[config.mk]
export PLATFORM = sky130hd
export DESIGN_NAME = mdu_hilo
export DESIGN_NICKNAME = d
export VERILOG_FILES = /design/src/rtl/mdu_pkg.sv /design/src/rtl/mdu_decode.sv /design/src/rtl/mdu_prep.sv /design/src/rtl/mdu_engine.sv /design/src/rtl/mdu_post.sv /design/src/rtl/mdu_hilo.sv
export SDC_FILE = /design/constraint.sdc
export NUM_CORES = 1
export LEC_CHECK = 0
export BUFFER_PORTS_ARGS = -buffer_cell sky130_fd_sc_hd__buf_2
export CORE_AREA = 8 8 205 207
export CTS_BUF_LIST = sky130_fd_sc_hd__clkbuf_8 sky130_fd_sc_hd__clkbuf_16
export DETAILED_ROUTE_END_ITERATION = 8
export DIE_AREA = 0 0 213 215
export PLACE_DENSITY = 0.64
export SLEW_MARGIN = 10
export SYNTH_ARGS = -nofsm -noshare
export SYNTH_HDL_FRONTEND = slang
export SYNTH_SLANG_ARGS = --single-unit
[constraint.sdc]
create_clock -name clk -period 4 [get_ports clk]
set_input_delay 0.6 -clock clk [delete_from_list [all_inputs] [get_ports clk]]
set_output_delay 0.6 -clock clk [all_outputs]
set_load 0.05 [all_outputs]
[src/rtl/mdu_pkg.sv]
package mdu_pkg;

    localparam logic [5:0] FN_RDHI = 6'h10;
    localparam logic [5:0] FN_WRHI = 6'h11;
    localparam logic [5:0] FN_RDLO = 6'h12;
    localparam logic [5:0] FN_WRLO = 6'h13;
    localparam logic [5:0] FN_MULS = 6'h18;
    localparam logic [5:0] FN_MULU = 6'h19;
    localparam logic [5:0] FN_DIVS = 6'h1a;
    localparam logic [5:0] FN_DIVU = 6'h1b;

    typedef enum logic [2:0] {
        CMD_NONE,
        CMD_MUL,
        CMD_DIV,
        CMD_RDHI,
        CMD_RDLO,
        CMD_WRHI,
        CMD_WRLO
    } cmd_e;

    typedef enum logic [1:0] {
        ST_IDLE,
        ST_RUN,
        ST_FINISH
    } state_e;

endpackage

[src/rtl/mdu_decode.sv]
module mdu_decode
    import mdu_pkg::*;
(
    input  logic       valid,
    input  logic [5:0] func,
    output cmd_e       cmd,
    output logic       is_signed
);
    always_comb begin
        cmd       = CMD_NONE;
        is_signed = 1'b0;
        if (valid) begin
            unique case (func)
                FN_MULS: begin cmd = CMD_MUL;  is_signed = 1'b1; end
                FN_MULU: begin cmd = CMD_MUL;  end
                FN_DIVS: begin cmd = CMD_DIV;  is_signed = 1'b1; end
                FN_DIVU: begin cmd = CMD_DIV;  end
                FN_RDHI: begin cmd = CMD_RDHI; end
                FN_RDLO: begin cmd = CMD_RDLO; end
                FN_WRHI: begin cmd = CMD_WRHI; end
                FN_WRLO: begin cmd = CMD_WRLO; end
                default: begin cmd = CMD_NONE; end
            endcase
        end
    end
endmodule

[src/rtl/mdu_prep.sv]
module mdu_prep #(
    parameter int DATA_W = 32
) (
    input  logic              is_signed,
    input  logic [DATA_W-1:0] opa,
    input  logic [DATA_W-1:0] opb,
    output logic [DATA_W-1:0] mag_a,
    output logic [DATA_W-1:0] mag_b,
    output logic              neg_a,
    output logic              neg_b
);
    localparam int MSB = DATA_W - 1;

    always_comb begin
        neg_a = is_signed & opa[MSB];
        neg_b = is_signed & opb[MSB];
        mag_a = neg_a ? (~opa + 1'b1) : opa;
        mag_b = neg_b ? (~opb + 1'b1) : opb;
    end
endmodule

[src/rtl/mdu_engine.sv]
module mdu_engine #(
    parameter int DATA_W = 32
) (
    input  logic              clk,
    input  logic              rst_n,
    input  logic              load,
    input  logic              step,
    input  logic              is_div,
    input  logic [DATA_W-1:0] opa,
    input  logic [DATA_W-1:0] opb,
    output logic [DATA_W-1:0] raw_hi,
    output logic [DATA_W-1:0] raw_lo,
    output logic              last
);
    localparam int CW = (DATA_W > 2) ? $clog2(DATA_W) : 1;
    localparam logic [CW-1:0] LAST_CNT = CW'(DATA_W - 1);

    logic [DATA_W-1:0] acc_q;
    logic [DATA_W-1:0] low_q;
    logic [DATA_W-1:0] opnd_q;
    logic [CW-1:0]     cnt_q;
    logic              div_q;

    logic [DATA_W:0]   mul_sum;
    logic [DATA_W:0]   shifted;
    logic [DATA_W:0]   trial;
    logic [DATA_W-1:0] acc_d;
    logic [DATA_W-1:0] low_d;

    always_comb begin
        mul_sum = {1'b0, acc_q} + {1'b0, (low_q[0] ? opnd_q : '0)};
        shifted = {acc_q, low_q[DATA_W-1]};
        trial   = shifted - {1'b0, opnd_q};
        if (div_q) begin
            if (!trial[DATA_W]) begin
                acc_d = trial[DATA_W-1:0];
                low_d = {low_q[DATA_W-2:0], 1'b1};
            end else begin
                acc_d = shifted[DATA_W-1:0];
                low_d = {low_q[DATA_W-2:0], 1'b0};
            end
        end else begin
            acc_d = mul_sum[DATA_W:1];
            low_d = {mul_sum[0], low_q[DATA_W-1:1]};
        end
    end

    always_ff @(posedge clk or negedge rst_n) begin
        if (!rst_n) begin
            acc_q  <= '0;
            low_q  <= '0;
            opnd_q <= '0;
            cnt_q  <= '0;
            div_q  <= 1'b0;
        end else if (load) begin
            acc_q  <= '0;
            low_q  <= opa;
            opnd_q <= opb;
            cnt_q  <= '0;
            div_q  <= is_div;
        end else if (step) begin
            acc_q <= acc_d;
            low_q <= low_d;
            cnt_q <= last ? '0 : cnt_q + 1'b1;
        end
    end

    assign last   = (cnt_q == LAST_CNT);
    assign raw_hi = acc_q;
    assign raw_lo = low_q;

    // the iteration counter never passes the final step
    a_r4_cnt_range: assert property (@(posedge clk) disable iff (!rst_n)
        cnt_q <= LAST_CNT);

    // a load restarts the iteration from step zero with a clear accumulator
    a_r4_load_restart: assert property (@(posedge clk) disable iff (!rst_n)
        load |=> (cnt_q == '0) && (acc_q == '0));
endmodule

[src/rtl/mdu_post.sv]
module mdu_post #(
    parameter int DATA_W = 32
) (
    input  logic              is_div,
    input  logic              neg_res,
    input  logic              neg_rem,
    input  logic [DATA_W-1:0] raw_hi,
    input  logic [DATA_W-1:0] raw_lo,
    output logic [DATA_W-1:0] fix_hi,
    output logic [DATA_W-1:0] fix_lo
);
    localparam int PW = 2 * DATA_W;

    logic [PW-1:0] prod;

    always_comb begin
        prod = {raw_hi, raw_lo};
        if (neg_res) begin
            prod = ~prod + 1'b1;
        end
        if (is_div) begin
            fix_lo = neg_res ? (~raw_lo + 1'b1) : raw_lo;
            fix_hi = neg_rem ? (~raw_hi + 1'b1) : raw_hi;
        end else begin
            fix_lo = prod[DATA_W-1:0];
            fix_hi = prod[PW-1:DATA_W];
        end
    end
endmodule

[src/rtl/mdu_hilo.sv]
module mdu_hilo
    import mdu_pkg::*;
#(
    parameter int DATA_W = 32
) (
    input  logic              clk,
    input  logic              rst_n,
    input  logic              req_valid,
    input  logic [5:0]        req_func,
    input  logic [DATA_W-1:0] req_a,
    input  logic [DATA_W-1:0] req_b,
    output logic              busy,
    output logic              resp_valid,
    output logic [DATA_W-1:0] resp_data
);
    cmd_e              cmd;
    logic              is_signed;
    logic [DATA_W-1:0] mag_a, mag_b;
    logic              neg_a, neg_b;
    logic [DATA_W-1:0] raw_hi, raw_lo, fix_hi, fix_lo;
    logic              eng_last;

    state_e            st_q, st_d;
    logic [DATA_W-1:0] hi_q, lo_q, hi_d, lo_d;
    logic              is_div_q, neg_res_q, neg_rem_q;
    logic              pend_q, pend_hi_q, pend_d, pend_hi_d;
    logic              resp_valid_q, resp_valid_d;
    logic [DATA_W-1:0] resp_data_q, resp_data_d;

    logic start_ok, wr_cmd, rd_cmd, abort, step, serve, serve_hi;

    mdu_decode u_decode (
        .valid     (req_valid),
        .func      (req_func),
        .cmd       (cmd),
        .is_signed (is_signed)
    );

    mdu_prep #(.DATA_W(DATA_W)) u_prep (
        .is_signed (is_signed),
        .opa       (req_a),
        .opb       (req_b),
        .mag_a     (mag_a),
        .mag_b     (mag_b),
        .neg_a     (neg_a),
        .neg_b     (neg_b)
    );

    mdu_engine #(.DATA_W(DATA_W)) u_engine (
        .clk    (clk),
        .rst_n  (rst_n),
        .load   (start_ok),
        .step   (step),
        .is_div (cmd == CMD_DIV),
        .opa    (mag_a),
        .opb    (mag_b),
        .raw_hi (raw_hi),
        .raw_lo (raw_lo),
        .last   (eng_last)
    );

    mdu_post #(.DATA_W(DATA_W)) u_post (
        .is_div  (is_div_q),
        .neg_res (neg_res_q),
        .neg_rem (neg_rem_q),
        .raw_hi  (raw_hi),
        .raw_lo  (raw_lo),
        .fix_hi  (fix_hi),
        .fix_lo  (fix_lo)
    );

    // request classification
    always_comb begin
        wr_cmd   = (cmd == CMD_WRHI) || (cmd == CMD_WRLO);
        rd_cmd   = (cmd == CMD_RDHI) || (cmd == CMD_RDLO);
        start_ok = (st_q == ST_IDLE) && ((cmd == CMD_MUL) || (cmd == CMD_DIV));
        abort    = wr_cmd && (st_q != ST_IDLE);
        step     = (st_q == ST_RUN) && !abort;
    end

    // next state
    always_comb begin
        st_d = st_q;
        unique case (st_q)
            ST_IDLE:   st_d = start_ok ? ST_RUN : ST_IDLE;
            ST_RUN:    st_d = abort ? ST_IDLE : (eng_last ? ST_FINISH : ST_RUN);
            ST_FINISH: st_d = ST_IDLE;
            default:   st_d = ST_IDLE;
        endcase
    end

    // state register
    always_ff @(posedge clk or negedge rst_n) begin
        if (!rst_n) begin
            st_q <= ST_IDLE;
        end else begin
            st_q <= st_d;
        end
    end

    // result registers, held read and response next values
    always_comb begin
        hi_d = hi_q;
        lo_d = lo_q;
        if (cmd == CMD_WRHI) begin
            hi_d = req_a;
        end else if (cmd == CMD_WRLO) begin
            lo_d = req_a;
        end else if (st_q == ST_FINISH) begin
            hi_d = fix_hi;
            lo_d = fix_lo;
        end

        serve    = (rd_cmd && (st_q != ST_RUN)) ||
                   (pend_q && (abort || (st_q == ST_FINISH)));
        serve_hi = rd_cmd ? (cmd == CMD_RDHI) : pend_hi_q;

        pend_d    = pend_q;
        pend_hi_d = pend_hi_q;
        if (rd_cmd && (st_q == ST_RUN)) begin
            pend_d    = 1'b1;
            pend_hi_d = (cmd == CMD_RDHI);
        end else if (serve || abort || (st_q == ST_FINISH)) begin
            pend_d = 1'b0;
        end

        resp_valid_d = serve;
        resp_data_d  = serve ? (serve_hi ? hi_d : lo_d) : resp_data_q;
    end

    always_ff @(posedge clk or negedge rst_n) begin
        if (!rst_n) begin
            hi_q         <= '0;
            lo_q         <= '0;
            is_div_q     <= 1'b0;
            neg_res_q    <= 1'b0;
            neg_rem_q    <= 1'b0;
            pend_q       <= 1'b0;
            pend_hi_q    <= 1'b0;
            resp_valid_q <= 1'b0;
            resp_data_q  <= '0;
        end else begin
            hi_q         <= hi_d;
            lo_q         <= lo_d;
            pend_q       <= pend_d;
            pend_hi_q    <= pend_hi_d;
            resp_valid_q <= resp_valid_d;
            resp_data_q  <= resp_data_d;
            if (start_ok) begin
                is_div_q  <= (cmd == CMD_DIV);
                neg_res_q <= neg_a ^ neg_b;
                neg_rem_q <= neg_a;
            end
        end
    end

    // outputs
    always_comb begin
        busy       = (st_q != ST_IDLE);
        resp_valid = resp_valid_q;
        resp_data  = resp_data_q;
    end

    // an accepted start raises busy on the next cycle
    a_r4_busy_after_start: assert property (@(posedge clk) disable iff (!rst_n)
        start_ok |=> busy);

    // HI and LO hold while iterating
    a_r4_hold_while_run: assert property (@(posedge clk) disable iff (!rst_n)
        (st_q == ST_RUN && !abort) |=> ($stable(hi_q) && $stable(lo_q)));

    // no response while iterating
    a_r7_no_reply_run: assert property (@(posedge clk) disable iff (!rst_n)
        (st_q == ST_RUN && !abort) |=> !resp_valid);

    // an idle read of HI answers on the next cycle
    a_r5_read_hi_idle: assert property (@(posedge clk) disable iff (!rst_n)
        (st_q == ST_IDLE && cmd == CMD_RDHI) |=> (resp_valid && resp_data == $past(hi_q)));

    // a LO write loads the first operand
    a_r6_write_lo: assert property (@(posedge clk) disable iff (!rst_n)
        (cmd == CMD_WRLO) |=> (lo_q == $past(req_a)));

    // a HI write loads the first operand
    a_r6_write_hi: assert property (@(posedge clk) disable iff (!rst_n)
        (cmd == CMD_WRHI) |=> (hi_q == $past(req_a)));

    // a write while busy leaves the block idle
    a_r8_abort_idle: assert property (@(posedge clk) disable iff (!rst_n)
        abort |=> !busy);

    // an idle cycle without a known request changes nothing
    a_r11_no_effect: assert property (@(posedge clk) disable iff (!rst_n)
        (st_q == ST_IDLE && cmd == CMD_NONE) |=>
            ($stable(hi_q) && $stable(lo_q) && !busy && !resp_valid));
endmodule

---- Yosys cells after proc, flatten, opt, wreduce, memory -nomap -nowiden ----
Cells that the tools add are included.
word-level totals
  word-level logic and storage cells ...... 106
  bits of input ports ..................... 73
  memory bits (writable) .................. 0
  memories ................................ 0
  output and inout bits ................... 34
  bits in registers ....................... 205
  bits in read-only memories .............. 0
  bits in latches ......................... 0
operators by class
  multiply operators ...................... 0
  shift-type cells ........................ 0
  div/mod/pow operators ................... 0
  $lt $le $gt $ge ......................... 0
  bitwise operators ....................... 8
  add/sub/neg operators ................... 8
  reduce and logical (&&, ||, !) cells .... 21
  equality and inequality tests ........... 18
  multiplexer cells ....................... 37
operators by type and width
  operator               count
  $mux 32                21
  $add 32x1->32 const B  4
  $not 32->32            4
  $add 64x1->64 const B  1
  $mux 64                1
  $not 64->64            1
  $eq 6x5->1 const B     8
  $add 32x32->33         1
  $sub 33x32->33         1
  $pmux 3 s6             1
  $mux 5                 3
  $eq 3x3->1 const B     3
  $logic_or 1x1->1       7
  $mux 1                 7
  $eq 3x2->1 const B     2
  $logic_and 1x1->1      6
  $reduce_bool 2->1      3
  $reduce_or 2->1        3
  $add 5x1->5 const B    1
  $eq 5x5->1 const B     1
  $mux 2                 2
  $pmux 2 s2             1
  $eq 3x1->1 const B     1
  $mux 3                 1
  other kinds (7)        8

---- Logic depth before layout (Yosys ltp) ----
Gate-level depths: netlist of run 1.
  depth after elaboration ................. 14
  depth in mapped cells ................... 14
  gate-level depth less buffers ........... 13

---- Modules after synthesis ----
Synthesis of run 1 repeated with hierarchy kept, for this count alone.
second synthesis, totals
  cell total of the unflattened synthesis .. 2146
  area, all modules ....................... 17717.0 um^2
modules (own cells, without submodules)
  module      times used  cells each  sequential area each (um^2)  area each (um^2)
  mdu_engine  1           1074        2552.4                       8617.0
  mdu_hilo    1           574         2602.5                       5764.3
  mdu_post    1           291         0.0                          1945.6
  mdu_prep    1           199         0.0                          1342.5
  mdu_decode  1           8           0.0                          47.5

---- Worst setup path after synthesis of run 1 ----
No wires, ideal clock.
  path kind ............................... register to register
  start point ............................. register u_engine.low_q[0] (netlist: u_engine.raw_lo[0])
  end point ............................... register u_engine.acc_q[28] (netlist: u_engine.raw_hi[28])
  clock period less this slack ............ 3323 ps
  setup time .............................. 126 ps
  path buffers ............................ 1
  setup slack ............................. 677 ps
  arrival ................................. 3197 ps
  required time ........................... 3874 ps
  cell stages (with the launch flop) ...... 14
  cells stage by stage .................... dfrtp_1 -> inv_1 -> clkbuf_1 -> nor2_1 -> ha_1 -> o211ai_1 -> o21bai_1 -> o21ai_0 -> o311ai_0 -> a41oi_1 -> o21bai_1 -> o31ai_1 -> mux2i_1 -> a221o_1
between the ends
  word-level cells in the longest chain between the ends .. 5
ends and longest elaborated chain
  item                      line              RTL
  start: declaration        mdu_engine.sv:19  logic [DATA_W-1:0] low_q;
  start signal: assignment  mdu_engine.sv:57  low_q <= opa;
  start signal: assignment  mdu_engine.sv:63  low_q <= low_d;
  $mux 32                   mdu_engine.sv:31  mul_sum = {1'b0, acc_q} + {1'b0, (low_q[0] ? opnd_q : '0)};
  $add 32x32->33            mdu_engine.sv:31
  $mux 32                   mdu_engine.sv:34  if (div_q) begin
  $mux 32                   mdu_engine.sv:61  end else if (step) begin
  $mux 32                   mdu_engine.sv:55  end else if (load) begin
  end signal: assignment    mdu_engine.sv:50  acc_q <= '0;
  end signal: assignment    mdu_engine.sv:56  acc_q <= '0;
  end signal: assignment    mdu_engine.sv:62  acc_q <= acc_d;
  end: declaration          mdu_engine.sv:18  logic [DATA_W-1:0] acc_q;
Every way passes these cells. The select of a mux whose other input is x is not followed.
A chain may end at the register's enable or synchronous reset.

---- Worst setup path in the final report of run 1 ----
  start point ............................. register u_engine.acc_q[0] (netlist: u_engine.raw_hi[0])
  end point ............................... register u_engine.acc_q[0] (netlist: u_engine.raw_hi[0])
between the ends
  word-level cells in the longest chain between the ends .. 5
  elaborated cells between the ends (all ways) .. 6
  classes of those cells .................. add/sub (2); mux (4)
ends and longest elaborated chain
  item            line              RTL
  $sub 33x32->33  mdu_engine.sv:33  trial = shifted - {1'b0, opnd_q};
  $mux 32         mdu_engine.sv:35  if (!trial[DATA_W]) begin
  $mux 32 *       mdu_engine.sv:34
  $mux 32 *       mdu_engine.sv:61
  $mux 32 *       mdu_engine.sv:55
Every way passes the cells marked *; elsewhere a longest branch is shown, timed or not. The select of a mux whose other input is x is not followed.

==> results of run 1 <==
==> kinds of logic after synthesis <==
| logic type | after synthesis | synth area share [%] |
|---|---|---|
| simple gates | 605 | 18.3 |
| xor+xnor | 168 | 9.21 |
| flops | 205 | 32.1 |
| fa+ha+maj | 72 | 5.73 |
| mux | 52 | 3.32 |
| buf+inv | 191 | 4.64 |
| compound gates | 677 | 26.7 |
==> final cells by class <==
type	instances	area (sq um)
clock buffers	30	694
clock inverters	15	165
fillers	3894	20900
inverters	64	240
multi-input cells	1574	10200
flip-flops and latches	205	5130
well taps	525	657
repair buffers	173	1100
==> metrics by stage <==
| step | utilization, % | hold WS [ps] | cells | cell area (sq um) |
|---|---|---|---|---|
| global route | 46.5 | 166 | 2586 | 18100 |
| CTS | 46.5 | 149 | 2586 | 18100 |
| floorplan | - | 304 | 1970 | 16000 |
| finish | 46.5 | 104 | 2586 | 18100 |
| global placement | 44.3 | 462 | 2541 | 17300 |
| detailed placement | 44.3 | 471 | 2541 | 17300 |
==> synthesized netlist by cell type, types with 32 or more instances <==
master    number
nand2_1      177
nand3_1       37
inv_1         62
a21o_1        33
nor2_1       174
ha_1          70
mux2i_1       44
o211ai_1      44
a21oi_1      182
clkbuf_1     111
xor2_1        90
a22oi_1       32
xnor2_1       78
nor3_1        42
dfrtp_1      205
o21ai_0      168
==> worst max-delay path, cell delays in order, from the launching register on <==
cell	delay (ps)
dfrtp_1	420
inv_1	200
fa_1	480
nand2b_1	180
a21oi_1	240
o21ai_0	220
a21oi_1	180
buf_4	160
o21ai_1	200
xor2_4	520
buf_12	220
mux2_2	330
o21ai_0	150
==> worst min path at each step <==
stage,startpoint,endpoint,slack [ps]
2_1_floorplan,rst_n,hi_q[0],300
3_3_place_gp,u_engine.opnd_q[16],u_engine.opnd_q[16],460
3_5_place_dp,u_engine.opnd_q[10],u_engine.opnd_q[10],470
4_1_cts,rst_n,u_engine.raw_lo[10],150
5_1_grt,rst_n,u_engine.raw_lo[11],170
6_report,rst_n,u_engine.raw_lo[11],100
==> layer usage <==
metal	vias to the layer above	part of all wire (%)	track usage (%)
met2	743	45	37.1
met1	7603	43	32.7
met3	105	8.2	3.04
met4	0	4.3	9.64
li1	7375	-	-
met5	-	0	0
==> flip-flops by register name (all words and copies together), names as in the netlist <==
signal / count
hi_q: 32
lo_q: 32
neg_rem_q: 1
neg_res_q: 1
pend_hi_q: 1
pend_q: 1
resp_data: 32
resp_valid: 1
st_q: 2
u_engine.cnt_q: 5
u_engine.div_q: 1
u_engine.opnd_q: 32
u_engine.raw_hi: 32
u_engine.raw_lo: 32
==> power by group <==
part	internal (W)	switching, W	leakage [nW]	total, W
logic	0.00369	0.00583	4.81	0.00952
registers	0.00289	0.000858	2.52	0.00375
clock network	0.00143	0.000968	0.443	0.00240
total	0.00801	0.00766	7.78	0.0157
==> results.json, run 1 <==
{
  "hold_buffers": 0,
  "clockRootBuffer": "clkbuf_16",
  "fp.dieW_microns": 213,
  "grt_pass1_wl_mm": 87.4,
  "r2r-start": "u_engine.raw_hi[0]",
  "required_ps": 4460,
  "seq_area_frac_synth_pct": 32.1,
  "r2r_slack_ps": 410,
  "wl_per_cell_microns": 21.7,
  "ys_top_cells_by_area": "dfrtp_1, a21oi_1, ha_1, o21ai_0, xor2_1",
  "dp_slack_ps": 222,
  "rsz0062_at_grt": "no",
  "finalSetupViolCount": 0,
  "fin_ws_ps": 408,
  "maxCapViolations": 0,
  "cts-resized-gates": 0,
  "worstSkewPairLatency_ps": 560,
  "antenna_found_initial": 0,
  "tightest_slew_ps": 1140,
  "viasPerCell": 6.12,
  "routed_wl_mm": 56.1,
  "max_freq_mhz": 278,
  "synth_nets": 2115,
  "finalSetupTns_ps": 0,
  "yosys.cell_types.count": 78,
  "drt_iter0_markers": 1499,
  "post_cts_buffers": 0,
  "final_common_cell": "dfrtp_1",
  "status": "complete, no violations",
  "leakagePower_nw": 7.78,
  "syn_avg_cell_area_sq_um": 8.11,
  "ys.flop_type": "dfrtp_1",
  "path_max_fanout": 16,
  "r2r_end": "u_engine.raw_hi[0]",
  "ant_nets": 0,
  "finalNetCount": 2188,
  "finalCritPeriodShare_pct": 89.8,
  "reg2reg_depth": 12,
  "dieArea_sq_um": 45800,
  "crit_type": "reg -> reg",
  "critPathLaunchType": "register",
  "vias": 15826,
  "period_needed_ps": 3590,
  "synth_area_leader_cell": "dfrtp_1",
  "synth_cells": 1970,
  "synth-seq-cells": 205,
  "die_h_microns": 215,
  "power_w": 0.0157,
  "fin_skew_ps": 17.9,
  "endpoint_kind": "register",
  "dpl.hpwl_mm": 42.3,
  "drive_gt1_share_pct": 12.5,
  "htree_num_levels": 1,
  "cp-startpoint": "u_engine.raw_hi[0]",
  "core_area_sq_um": 39000,
  "final_cell_mix": "dfrtp_1, a21oi_1, nand2_1",
  "hold_viol_final": 0,
  "peakVddDrop_v": 0.000380,
  "grt_pass1_vias": 15080,
  "ys_warn_count": 0,
  "yosys.area.top_type_share_pct": 32.1,
  "arrival_ps": 4050,
  "grt_max_degree": 96,
  "relSlewSlack_pct": 23.7,
  "area_delta_synth_final_pct": 13.6,
  "slew_viol_final": 0,
  "n_antenna_cell": 0,
  "synth-edff-count": 0,
  "cts_buffers": 25,
  "synth_area_sq_um": 16000,
  "initial_core_util_pct": 41.0,
  "firstDrtPassIters": 6,
  "pin_count": 107,
  "clkSinkCount": 205,
  "pwr_density_cell_nw_per_um2": 864,
  "crit_end": "u_engine.raw_hi[0]",
  "placement.io_buffers": 106,
  "rows": 73,
  "min_path_type": "in -> async",
  "globalplace.congestion": 0.969,
  "cts_buffer_depth": 3,
  "grt_usage_pct": 23.7,
  "cts_tree": "done",
  "drc_errors": 0,
  "clk_pin_slew_worst_paths_ps": 60,
  "grt_overflow": 0,
  "async_flop_share_pct": 100
}
Power figures use the tool's default switching activity.
==> run 2: changes to the inputs <==
==> constraint.sdc (replaced) <==
create_clock -name clk -period 3.4 [get_ports clk]
set_input_delay 0.51 -clock clk [delete_from_list [all_inputs] [get_ports clk]]
set_output_delay 0.51 -clock clk [all_outputs]
set_load 0.05 [all_outputs]
==> run 2 against run 1 <==
  * Largest cell class unchanged
  * Largest power group unchanged
  * Cell area rose by 4.0%
  * Hold slack lost 120 ps
  * Clock skew increased by 12 ps
  * Critical endpoint is now resp_data[11]
  * Non-clock buffer count rose by 80
  * Clock-buffer cell count stayed put
  * Sequential cell count stayed put
  * Highest routed layer unchanged
  * The flow now finishes with violations (negative hold slack)
  * Via count increased by 1.3%
  * Fmax up 8.3%
  * Sequential power up 11%
==> results.json, run 2 (same netlist as run 1, synthesis figures left out) <==
{
  "finalCritPeriodShare_pct": 97.6,
  "holdWs_ps": -17.3,
  "dieArea_sq_um": 45800,
  "maxCapViolations": 0,
  "drt_iter0_markers": 1536,
  "r2r_end": "resp_data[11]",
  "tightest_slew_ps": 1160,
  "viasPerCell": 6.01,
  "globalplace.congestion": 0.922,
  "crit_type": "reg -> reg",
  "crit_end": "resp_data[11]",
  "r2r_slack_ps": 80,
  "period_needed_ps": 3320,
  "grt_pass1_wl_mm": 89.3,
  "critPathLaunchType": "register",
  "cts_tree": "done",
  "cts_buffers": 26,
  "clk_pin_slew_worst_paths_ps": 70,
  "min_path_type": "in -> async",
  "worstSkewPairLatency_ps": 570,
  "status": "complete, but fails checks",
  "grt_pass1_vias": 15586,
  "fin_ws_ps": 83.2,
  "clkSinkCount": 205,
  "firstDrtPassIters": 7,
  "grt_max_degree": 85,
  "htree_num_levels": 1,
  "finalNetCount": 2269,
  "antenna_found_initial": 0,
  "grt_overflow": 0,
  "path_max_fanout": 8,
  "hold_buffers": 0,
  "fin_skew_ps": 30.3,
  "dp_slack_ps": -67.5,
  "final_cell_mix": "dfrtp_1, a21oi_1, nand2_1",
  "max_freq_mhz": 301,
  "pwr_density_cell_nw_per_um2": 1020,
  "fin_cells": 2670,
  "relSlewSlack_pct": 22.3,
  "grt_usage_pct": 24.4,
  "cp-startpoint": "u_engine.raw_lo[4]",
  "vias": 16034,
  "initial_core_util_pct": 41.0,
  "finalSetupViolCount": 0,
  "final_util_pct": 48.4,
  "power_w": 0.0192,
  "fp.dieW_microns": 213,
  "rows": 73,
  "drive_gt1_share_pct": 16.6,
  "ant_nets": 0,
  "slew_viol_final": 0,
  "placement.io_buffers": 106,
  "die_h_microns": 215,
  "clockRootBuffer": "clkbuf_16",
  "leakagePower_nw": 8.20,
  "pin_count": 107,
  "drc_errors": 0,
  "cts_buffer_depth": 3,
  "routed_wl_mm": 57.2,
  "wl_per_cell_microns": 21.4,
  "reg2reg_depth": 8,
  "required_ps": 3850,
  "arrival_ps": 3770,
  "endpoint_kind": "register",
  "final_common_cell": "dfrtp_1",
  "dpl.hpwl_mm": 43.1,
  "peakVddDrop_v": 0.000454,
  "hold_viol_final": 20,
  "failed_checks": "negative hold slack",
  "dp.cells": 2617,
  "area_delta_synth_final_pct": 18.2,
  "r2r-start": "u_engine.raw_lo[4]",
  "core_area_sq_um": 39000
}
run 2: cell types whose count changed in the layout (fill, tap and decap cells not counted), moves of 2 or more:
cell	previous run	this run
a21oi_1	180	178
a21oi_2	2	4
buf_4	62	141
dfrtp_1	204	202
dfrtp_2	1	3
o21ai_0	168	164
o21ai_1	3	5
o21ai_2	1	3
run 2: where the power goes:
group          leakage (nW)  internal [W]  total, W  switching [W]
logic                  5.21       0.00487    0.0120        0.00718
clock network         0.470       0.00178   0.00295        0.00117
registers              2.52       0.00341   0.00417       0.000764
run 2: metrics by stage:
stage / area [sq um] / TNS (ps)
2_1_floorplan: 16000 / 0
3_3_place_gp: 17900 / -43.5
3_5_place_dp: 17900 / -151
4_1_cts: 18800 / 0
5_1_grt: 18900 / -79.5
6_report: 18900 / 0
run 2: cell type report:
type / count / area, sq um
Sequential cell: 205 / 5130
Clock buffer: 30 / 706
Clock inverter: 18 / 195
Timing Repair Buffer: 253 / 1720
Tap cell: 525 / 657
Multi-Input combinational cell: 1574 / 10200
Fill cell: 3834 / 20100
Inverter: 64 / 243
Antenna cell: 1 / 2.50
run 2: per-layer routing:
layer  part of all wire (%)  global-route usage [%]  up-vias
li1                       -                       -     7546
met1                     43                    32.9     7699
met2                     45                    38.1      665
met3                    7.4                    3.17      124
met4                    5.3                    11.6        0
met5                      0                       0        -
run 2: what timing repair did:
item | CTS | global route
pin swaps | 0 | 3
endpoints found under the setup margin | 9 | 32
gates resized for setup | 5 | 20
setup buffers | 0 | 4
run 2: critical path, stage by stage, from the launching register on:
cell and delay, ps:
dfrtp_1 460, or4_4 550, or4_4 600, nor4b_4 470, nor2_2 150, or3_1 390, a21oi_2 210, nor3_1 90
a221o_1 260
run 2: how the worst min path moves through the flow:
stage	start	to	depth (start not counted)
detailed placement	u_engine.opnd_q[2]	u_engine.opnd_q[2]	2
floorplan	rst_n	hi_q[0]	0
finish	rst_n	u_engine.raw_lo[10]	1
CTS	rst_n	u_engine.raw_lo[8]	1
global placement	u_engine.opnd_q[16]	u_engine.opnd_q[16]	2
global route	rst_n	u_engine.raw_lo[8]	1
